## config.mk

```make
export PLATFORM = sky130hd
export DESIGN_NAME = ramsize_top
export DESIGN_NICKNAME = d
export VERILOG_FILES = /design/src/rtl/ramsize_pkg.sv /design/src/rtl/ramsize_datapath.sv /design/src/rtl/ramsize_ctrl.sv /design/src/rtl/ramsize_top.sv
export SDC_FILE = /design/constraint.sdc
export NUM_CORES = 1
export LEC_CHECK = 0
export CAP_MARGIN = 20
export CORE_MARGIN = 2
export CORE_UTILIZATION = 50
export CTS_BUF_LIST = sky130_fd_sc_hd__clkbuf_16
export DETAILED_ROUTE_END_ITERATION = 8
export DONT_BUFFER_PORTS = 1
export PLACE_DENSITY = 0.68
export SYNTH_ARGS = -nofsm -noshare
export SYNTH_HDL_FRONTEND = slang
export SYNTH_SLANG_ARGS = --single-unit
```

## constraint.sdc

```tcl
create_clock -name clk -period 1.7 [get_ports clk]
set_clock_uncertainty 0.1 [all_clocks]
set_input_delay 0.17 -clock clk [delete_from_list [all_inputs] [get_ports clk]]
set_output_delay 0.17 -clock clk [all_outputs]
set_load 0.01 [all_outputs]
```

## src/rtl/ramsize_pkg.sv

```systemverilog
package ramsize_pkg;

  typedef enum logic [1:0] {
    AS_ZERO  = 2'd0,
    AS_ONE   = 2'd1,
    AS_PROBE = 2'd2
  } addrSel_e;

  typedef enum logic {
    WD_PROBE = 1'b0,
    WD_DATA  = 1'b1
  } wdSel_e;

  typedef struct packed {
    logic     we;
    addrSel_e addrSel;
    wdSel_e   wdSel;
    logic     loadFirst;
    logic     captInv;
    logic     captNext;
    logic     setWrap;
    logic     setFull;
  } ctlStrobes_t;

  typedef enum logic [3:0] {
    ST_IDLE,
    ST_SAVE,
    ST_READ,
    ST_INV,
    ST_WRP,
    ST_WRZ,
    ST_RB,
    ST_CMP,
    ST_RST,
    ST_RDZ,
    ST_CHK,
    ST_LDS,
    ST_NXT,
    ST_DONE,
    ST_FAIL
  } sizeState_e;

endpackage

```

## src/rtl/ramsize_datapath.sv

```systemverilog
module ramsize_datapath
  import ramsize_pkg::*;
#(
  parameter int PAGE_W = 8,
  parameter int OFF_W  = 8,
  parameter int DATA_W = 8
) (
  input  logic                      clk,
  input  logic                      rst,
  input  ctlStrobes_t               ctl,
  input  logic [DATA_W-1:0]         memRdata,
  output logic [PAGE_W+OFF_W-1:0]   memAddr,
  output logic [DATA_W-1:0]         memWdata,
  output logic                      eqData,
  output logic                      lastProbe,
  output logic [PAGE_W-1:0]         topPage
);

  localparam int ADDR_W = PAGE_W + OFF_W;
  localparam logic [DATA_W-1:0] INV_MASK  = '1;
  localparam logic [PAGE_W-1:0] FIRST_PG  = PAGE_W'(1);
  localparam logic [PAGE_W-1:0] FULL_PG   = '1;
  localparam logic [ADDR_W-1:0] ADDR_ZERO = '0;
  localparam logic [ADDR_W-1:0] ADDR_ONE  = ADDR_W'(1);

  logic [PAGE_W-1:0] probe;
  logic [DATA_W-1:0] dataReg;
  logic [DATA_W-1:0] probeWide;
  logic [PAGE_W-1:0] reloadPage;

  // Widen the page value into a data byte (or take it as is).
  generate
    if (DATA_W == PAGE_W) begin : g_noPad
      assign probeWide  = probe;
      assign reloadPage = memRdata;
    end else begin : g_pad
      assign probeWide  = {{(DATA_W-PAGE_W){1'b0}}, probe};
      assign reloadPage = memRdata[PAGE_W-1:0];
    end
  endgenerate

  // Probe page register: starts at 1, reloaded from scratch and doubled.
  always_ff @(posedge clk) begin
    if (rst) begin
      probe <= FIRST_PG;
    end else if (ctl.loadFirst) begin
      probe <= FIRST_PG;
    end else if (ctl.captNext) begin
      probe <= reloadPage << 1;
    end
  end

  // Data register holds the inverted value, then the restore value.
  always_ff @(posedge clk) begin
    if (rst) begin
      dataReg <= '0;
    end else if (ctl.captInv) begin
      dataReg <= memRdata ^ INV_MASK;
    end
  end

  // Result register.
  always_ff @(posedge clk) begin
    if (rst) begin
      topPage <= '0;
    end else if (ctl.setFull) begin
      topPage <= FULL_PG;
    end else if (ctl.setWrap) begin
      topPage <= probe - FIRST_PG;
    end
  end

  always_comb begin
    unique case (ctl.addrSel)
      AS_ONE:   memAddr = ADDR_ONE;
      AS_PROBE: memAddr = {probe, {OFF_W{1'b0}}};
      default:  memAddr = ADDR_ZERO;
    endcase
  end

  assign memWdata  = (ctl.wdSel == WD_DATA) ? dataReg : probeWide;
  assign eqData    = (memRdata == dataReg);
  assign lastProbe = reloadPage[PAGE_W-1];

  // any access to the probe location uses a single page line
  a_r2_onehot_page: assert property (@(posedge clk) disable iff (rst)
    (ctl.addrSel == AS_PROBE) |-> $onehot(probe));

  // a new probe page is always larger than the one before
  a_r2_page_rises: assert property (@(posedge clk) disable iff (rst)
    ctl.captNext |=> (probe > $past(probe)) || (probe == '0));

endmodule

```

## src/rtl/ramsize_ctrl.sv

```systemverilog
module ramsize_ctrl
  import ramsize_pkg::*;
(
  input  logic        clk,
  input  logic        rst,
  input  logic        start,
  input  logic        eqData,
  input  logic        lastProbe,
  output ctlStrobes_t ctl,
  output logic        done,
  output logic        fail
);

  sizeState_e state, nextState;

  always_ff @(posedge clk) begin
    if (rst) state <= ST_IDLE;
    else     state <= nextState;
  end

  always_comb begin
    nextState     = state;
    ctl           = '0;
    ctl.addrSel   = AS_ZERO;
    ctl.wdSel     = WD_DATA;
    unique case (state)
      ST_IDLE: begin
        if (start) begin
          ctl.loadFirst = 1'b1;
          nextState     = ST_SAVE;
        end
      end
      ST_SAVE: begin
        ctl.we      = 1'b1;
        ctl.addrSel = AS_ONE;
        ctl.wdSel   = WD_PROBE;
        nextState   = ST_READ;
      end
      ST_READ: begin
        ctl.addrSel = AS_PROBE;
        nextState   = ST_INV;
      end
      ST_INV: begin
        ctl.captInv = 1'b1;
        nextState   = ST_WRP;
      end
      ST_WRP: begin
        ctl.we      = 1'b1;
        ctl.addrSel = AS_PROBE;
        nextState   = ST_WRZ;
      end
      ST_WRZ: begin
        ctl.we      = 1'b1;
        ctl.addrSel = AS_ZERO;
        nextState   = ST_RB;
      end
      ST_RB: begin
        ctl.addrSel = AS_PROBE;
        nextState   = ST_CMP;
      end
      ST_CMP: begin
        if (eqData) begin
          ctl.captInv = 1'b1;
          nextState   = ST_RST;
        end else begin
          nextState   = ST_FAIL;
        end
      end
      ST_RST: begin
        ctl.we      = 1'b1;
        ctl.addrSel = AS_PROBE;
        nextState   = ST_RDZ;
      end
      ST_RDZ: begin
        ctl.addrSel = AS_ZERO;
        nextState   = ST_CHK;
      end
      ST_CHK: begin
        if (eqData) begin
          ctl.setWrap = 1'b1;
          nextState   = ST_DONE;
        end else begin
          nextState   = ST_LDS;
        end
      end
      ST_LDS: begin
        ctl.addrSel = AS_ONE;
        nextState   = ST_NXT;
      end
      ST_NXT: begin
        if (lastProbe) begin
          ctl.setFull = 1'b1;
          nextState   = ST_DONE;
        end else begin
          ctl.captNext = 1'b1;
          nextState    = ST_SAVE;
        end
      end
      ST_DONE: nextState = ST_DONE;
      ST_FAIL: nextState = ST_FAIL;
      default: nextState = ST_IDLE;
    endcase
  end

  assign done = (state == ST_DONE);
  assign fail = (state == ST_FAIL);

  // a compare state is always entered straight from its read state
  a_r11_read_then_compare: assert property (@(posedge clk) disable iff (rst)
    (state == ST_CMP) |-> ($past(state) == ST_RB) && !$past(ctl.we));

  // the failure state is only entered from a mismatching read-back
  a_r5_fail_entry: assert property (@(posedge clk) disable iff (rst)
    $rose(fail) |-> ($past(state) == ST_CMP) && !$past(eqData));

endmodule

```

## src/rtl/ramsize_top.sv

```systemverilog
module ramsize_top
  import ramsize_pkg::*;
#(
  parameter int PAGE_W = 8,
  parameter int OFF_W  = 8,
  parameter int DATA_W = 8
) (
  input  logic                    clk,
  input  logic                    rst,
  input  logic                    start,
  output logic [PAGE_W+OFF_W-1:0] memAddr,
  output logic [DATA_W-1:0]       memWdata,
  output logic                    memWe,
  input  logic [DATA_W-1:0]       memRdata,
  output logic                    done,
  output logic                    fail,
  output logic [PAGE_W-1:0]       topPage
);

  ctlStrobes_t ctl;
  logic        eqData;
  logic        lastProbe;

  ramsize_ctrl u_ctrl (
    .clk       (clk),
    .rst       (rst),
    .start     (start),
    .eqData    (eqData),
    .lastProbe (lastProbe),
    .ctl       (ctl),
    .done      (done),
    .fail      (fail)
  );

  ramsize_datapath #(
    .PAGE_W (PAGE_W),
    .OFF_W  (OFF_W),
    .DATA_W (DATA_W)
  ) u_dp (
    .clk       (clk),
    .rst       (rst),
    .ctl       (ctl),
    .memRdata  (memRdata),
    .memAddr   (memAddr),
    .memWdata  (memWdata),
    .eqData    (eqData),
    .lastProbe (lastProbe),
    .topPage   (topPage)
  );

  assign memWe = ctl.we;

  // final states are exclusive and silent on the SRAM
  a_r9_exclusive: assert property (@(posedge clk) disable iff (rst)
    !(done && fail));
  a_r9_no_write_final: assert property (@(posedge clk) disable iff (rst)
    (done || fail) |-> !memWe);
  a_r9_result_held: assert property (@(posedge clk) disable iff (rst)
    done |=> done && $stable(topPage));

  // failure is sticky
  a_r5_fail_sticky: assert property (@(posedge clk) disable iff (rst)
    fail |=> fail && !done);

  // the reference copy at address 0 follows the probe write with equal data
  a_r4_copy_follows: assert property (@(posedge clk) disable iff (rst)
    (memWe && memAddr == '0) |-> $past(memWe) && ($past(memWdata) == memWdata)
                                  && ($past(memAddr) != '0));

endmodule

```

==> impl_metrics.json <==
{
  "async_flop_share_pct": 0,
  "die_x_microns": 66.50,
  "dpl.hpwl_microns": 3717,
  "setup_viol": 10,
  "netlist-cell-type-count": 48,
  "setup_tns_ns": -0.4565,
  "rsz0062_at_grt": "yes",
  "cell_internal_pwr_mw": 1.131,
  "min_period_ns": 1.761,
  "max_cap_violations": 0,
  "drtIter0Drc": 150,
  "routabilityCongestion": 0.8202,
  "cts_inserted_buffers": 3,
  "start_util_pct": 52.56,
  "ys_ff_latch": 28,
  "fin_crit_sh_pct": 103.6,
  "r2r_setup_slack_ns": 0,
  "path_clk_slew_ns": 0.07,
  "critPathTopFamily": "simple AND/OR/NAND/NOR gates",
  "max_stage_delay_ns": 0.37,
  "syn_area_sq_um": 1953,
  "synth.avg_cell_area_sq_um": 7.972,
  "fin_ws_ns": -0.06084,
  "power.leakage_nw": 0.8854,
  "grt_pass1_vias": 1801,
  "rows": 22,
  "cp_data_arrival_time_ns": 1.49,
  "ant_nets": 0,
  "p_clk_share_pct": 35.1,
  "p_comb_share_pct": 20.4,
  "synth.area.top_cells": "dfxtp_1 29%, mux2_2 4.6%, xnor2_1 4.5%",
  "cp_cell_sequence": "or2_4, nor2_4, buf_6, mux2_4",
  "grt_pass1_wl_microns": 9101,
  "cp.required_ns": 1.43,
  "startpoint_type": "flop",
  "instances_no_fill": 320,
  "worst-path-buf-inv": 1,
  "overflow": 0,
  "ir_drop_uv": 712.3,
  "power_density_nw_per_um2": 629.5,
  "crit_fanout": 6,
  "synth_edf_count": 0,
  "synth.top_cell.area_share_pct": 28.70,
  "yosys_warnings": 0,
  "ctsRootBufferMaster": "clkbuf_16",
  "hold_viol_final": 1,
  "clock_latency_ns": 0.26,
  "ioPinCount": 46,
  "mostFrequentLayoutCells": "35 x buf_4, 22 x dfxtp_1, 20 x nand2_1, 16 x nor3_1, 13 x nand3_1",
  "netSwitchingPower_mw": 0.4110,
  "coreArea_sq_um": 3716,
  "place.port_buffers": 0,
  "firstDrtPassIters": 5,
  "drive_gt1_share_pct": 27.57,
  "fin_nets": 286,
  "cts.sinks": 28,
  "yosysSeqAreaShare_pct": 28.70,
  "cp_slowest_cell": "dfxtp_4",
  "synthCells": 245,
  "drc_errors": 0,
  "worst_pin_slew_ns": 0.5759,
  "cts-htree-levels": 1,
  "holdCritPathClass": "input pin to flop",
  "grt_max_degree": 25,
  "yosysTopAreaCell": "dfxtp_1",
  "status": "finished, violations left",
  "final_common_cell": "buf_4",
  "drv_slew": 0,
  "crit_type": "flop to output pin",
  "power.total_mw": 1.542,
  "die-area_sq_um": 4422,
  "violations": "negative hold slack, negative setup slack",
  "end_kind": "output pin",
  "max-clock-path-buffers": 2,
  "die_height_microns": 66.50,
  "drt-total-wl_microns": 5774,
  "antenna_found_initial": 0,
  "max_freq_mhz": 567.9,
  "cts_tree": "yes",
  "post-place-ws_ns": 0.05440,
  "synthFlopType": "dfxtp_1",
  "dpl.cell_count": 304,
  "wl_per_cell_microns": 18.04,
  "via_per_inst": 6.141,
  "slew_headroom_pct": 61.48,
  "pwr-share-seq_pct": 44.5,
  "areaGrowthSynthToFinish_pct": 25.43,
  "vias": 1965,
  "swShare_pct": 26.65,
  "hold_ws_ns": -0.003171,
  "grtUsageTotal_pct": 27.02,
  "insertedDiodeCount": 0
}
[power by group through the flow]
stage                     Clock [mW]  Sequential, mW  Combinational, mW
after global routing           0.574           0.688              0.336
after floorplan                    0           0.688              0.191
after global placement             0           0.699              0.237
after detailed placement           0           0.700              0.237
final                          0.542           0.687              0.314
after CTS                      0.545           0.685              0.288
[synth_stat cells (all sizes together), types with 9 or more instances]
library cell,count
nor3,16
o21ai,9
dfxtp,28
nand2,20
nor4,9
xnor2,10
a311oi,10
nand3,14
buf,21
a21oi,12
nor2,16
[worst paths after layout]
path / from / end / cells after the start
worst max-delay path: u_ctrl.state[3] / memWdata[2] / 4
worst min-delay path: rst / u_dp.dataReg[5] / 1
worst max register to register: u_ctrl.state[1] / u_ctrl.state[2] / 5
worst min register to register: u_dp.dataReg[2] / u_dp.dataReg[2] / 2
[per-stage QoR]
stage / utilization (%) / area, sq um
3_3_place_gp: 57.58 / 2140
3_5_place_dp: 57.58 / 2140
2_1_floorplan: - / 1976
6_report: 65.93 / 2450
4_1_cts: 63.97 / 2377
5_1_grt: 65.93 / 2450
[cells by family after synthesis]
logic type                 count (synthesis)  synth area share (%)
AOI/OAI and AO/OA                         56                 20.69
other                                      1                0.1920
muxes                                      9                 5.125
xor gates and xnor gates                  16                 7.175
adders and majority gates                  1                0.6405
buffers and inverters                     34                 9.353
DFF                                       28                 28.70
and+or+nand+nor                          100                 28.12
[flip-flops by register name (all words and copies together) (netlist names)]
register,count
u_dp.probe,8
u_dp.dataReg,8
u_ctrl.state,4
u_dp.topPage,8
[area by class of cell]
type | count | area (sq um)
timing repair buffer | 47 | 395.4
inverter | 5 | 18.77
tap | 48 | 60.06
fill | 321 | 1266
multi-input combinational | 189 | 1328
clock buffer | 3 | 75.07
sequential | 28 | 573.1
[layer usage]
layer  global-route usage [%]  up-vias  part of all wire, %
met5                        0        -                    0
met4                    6.122        0                 0.74
met3                    6.926        5                  7.3
met2                    45.50       84                   49
met1                    34.50      928                   43
li1                         -      948                    -
[what timing repair did]
item | in CTS | in global routing
setup buffers | 2 | 2
hold endpoints to repair | 20 | 0
gates resized for setup | 18 | 13
setup endpoints to repair | 16 | 21
hold buffers | 9 | 0
pin swaps | 1 | 4
Note: power is estimated with default switching activity, not from simulation.
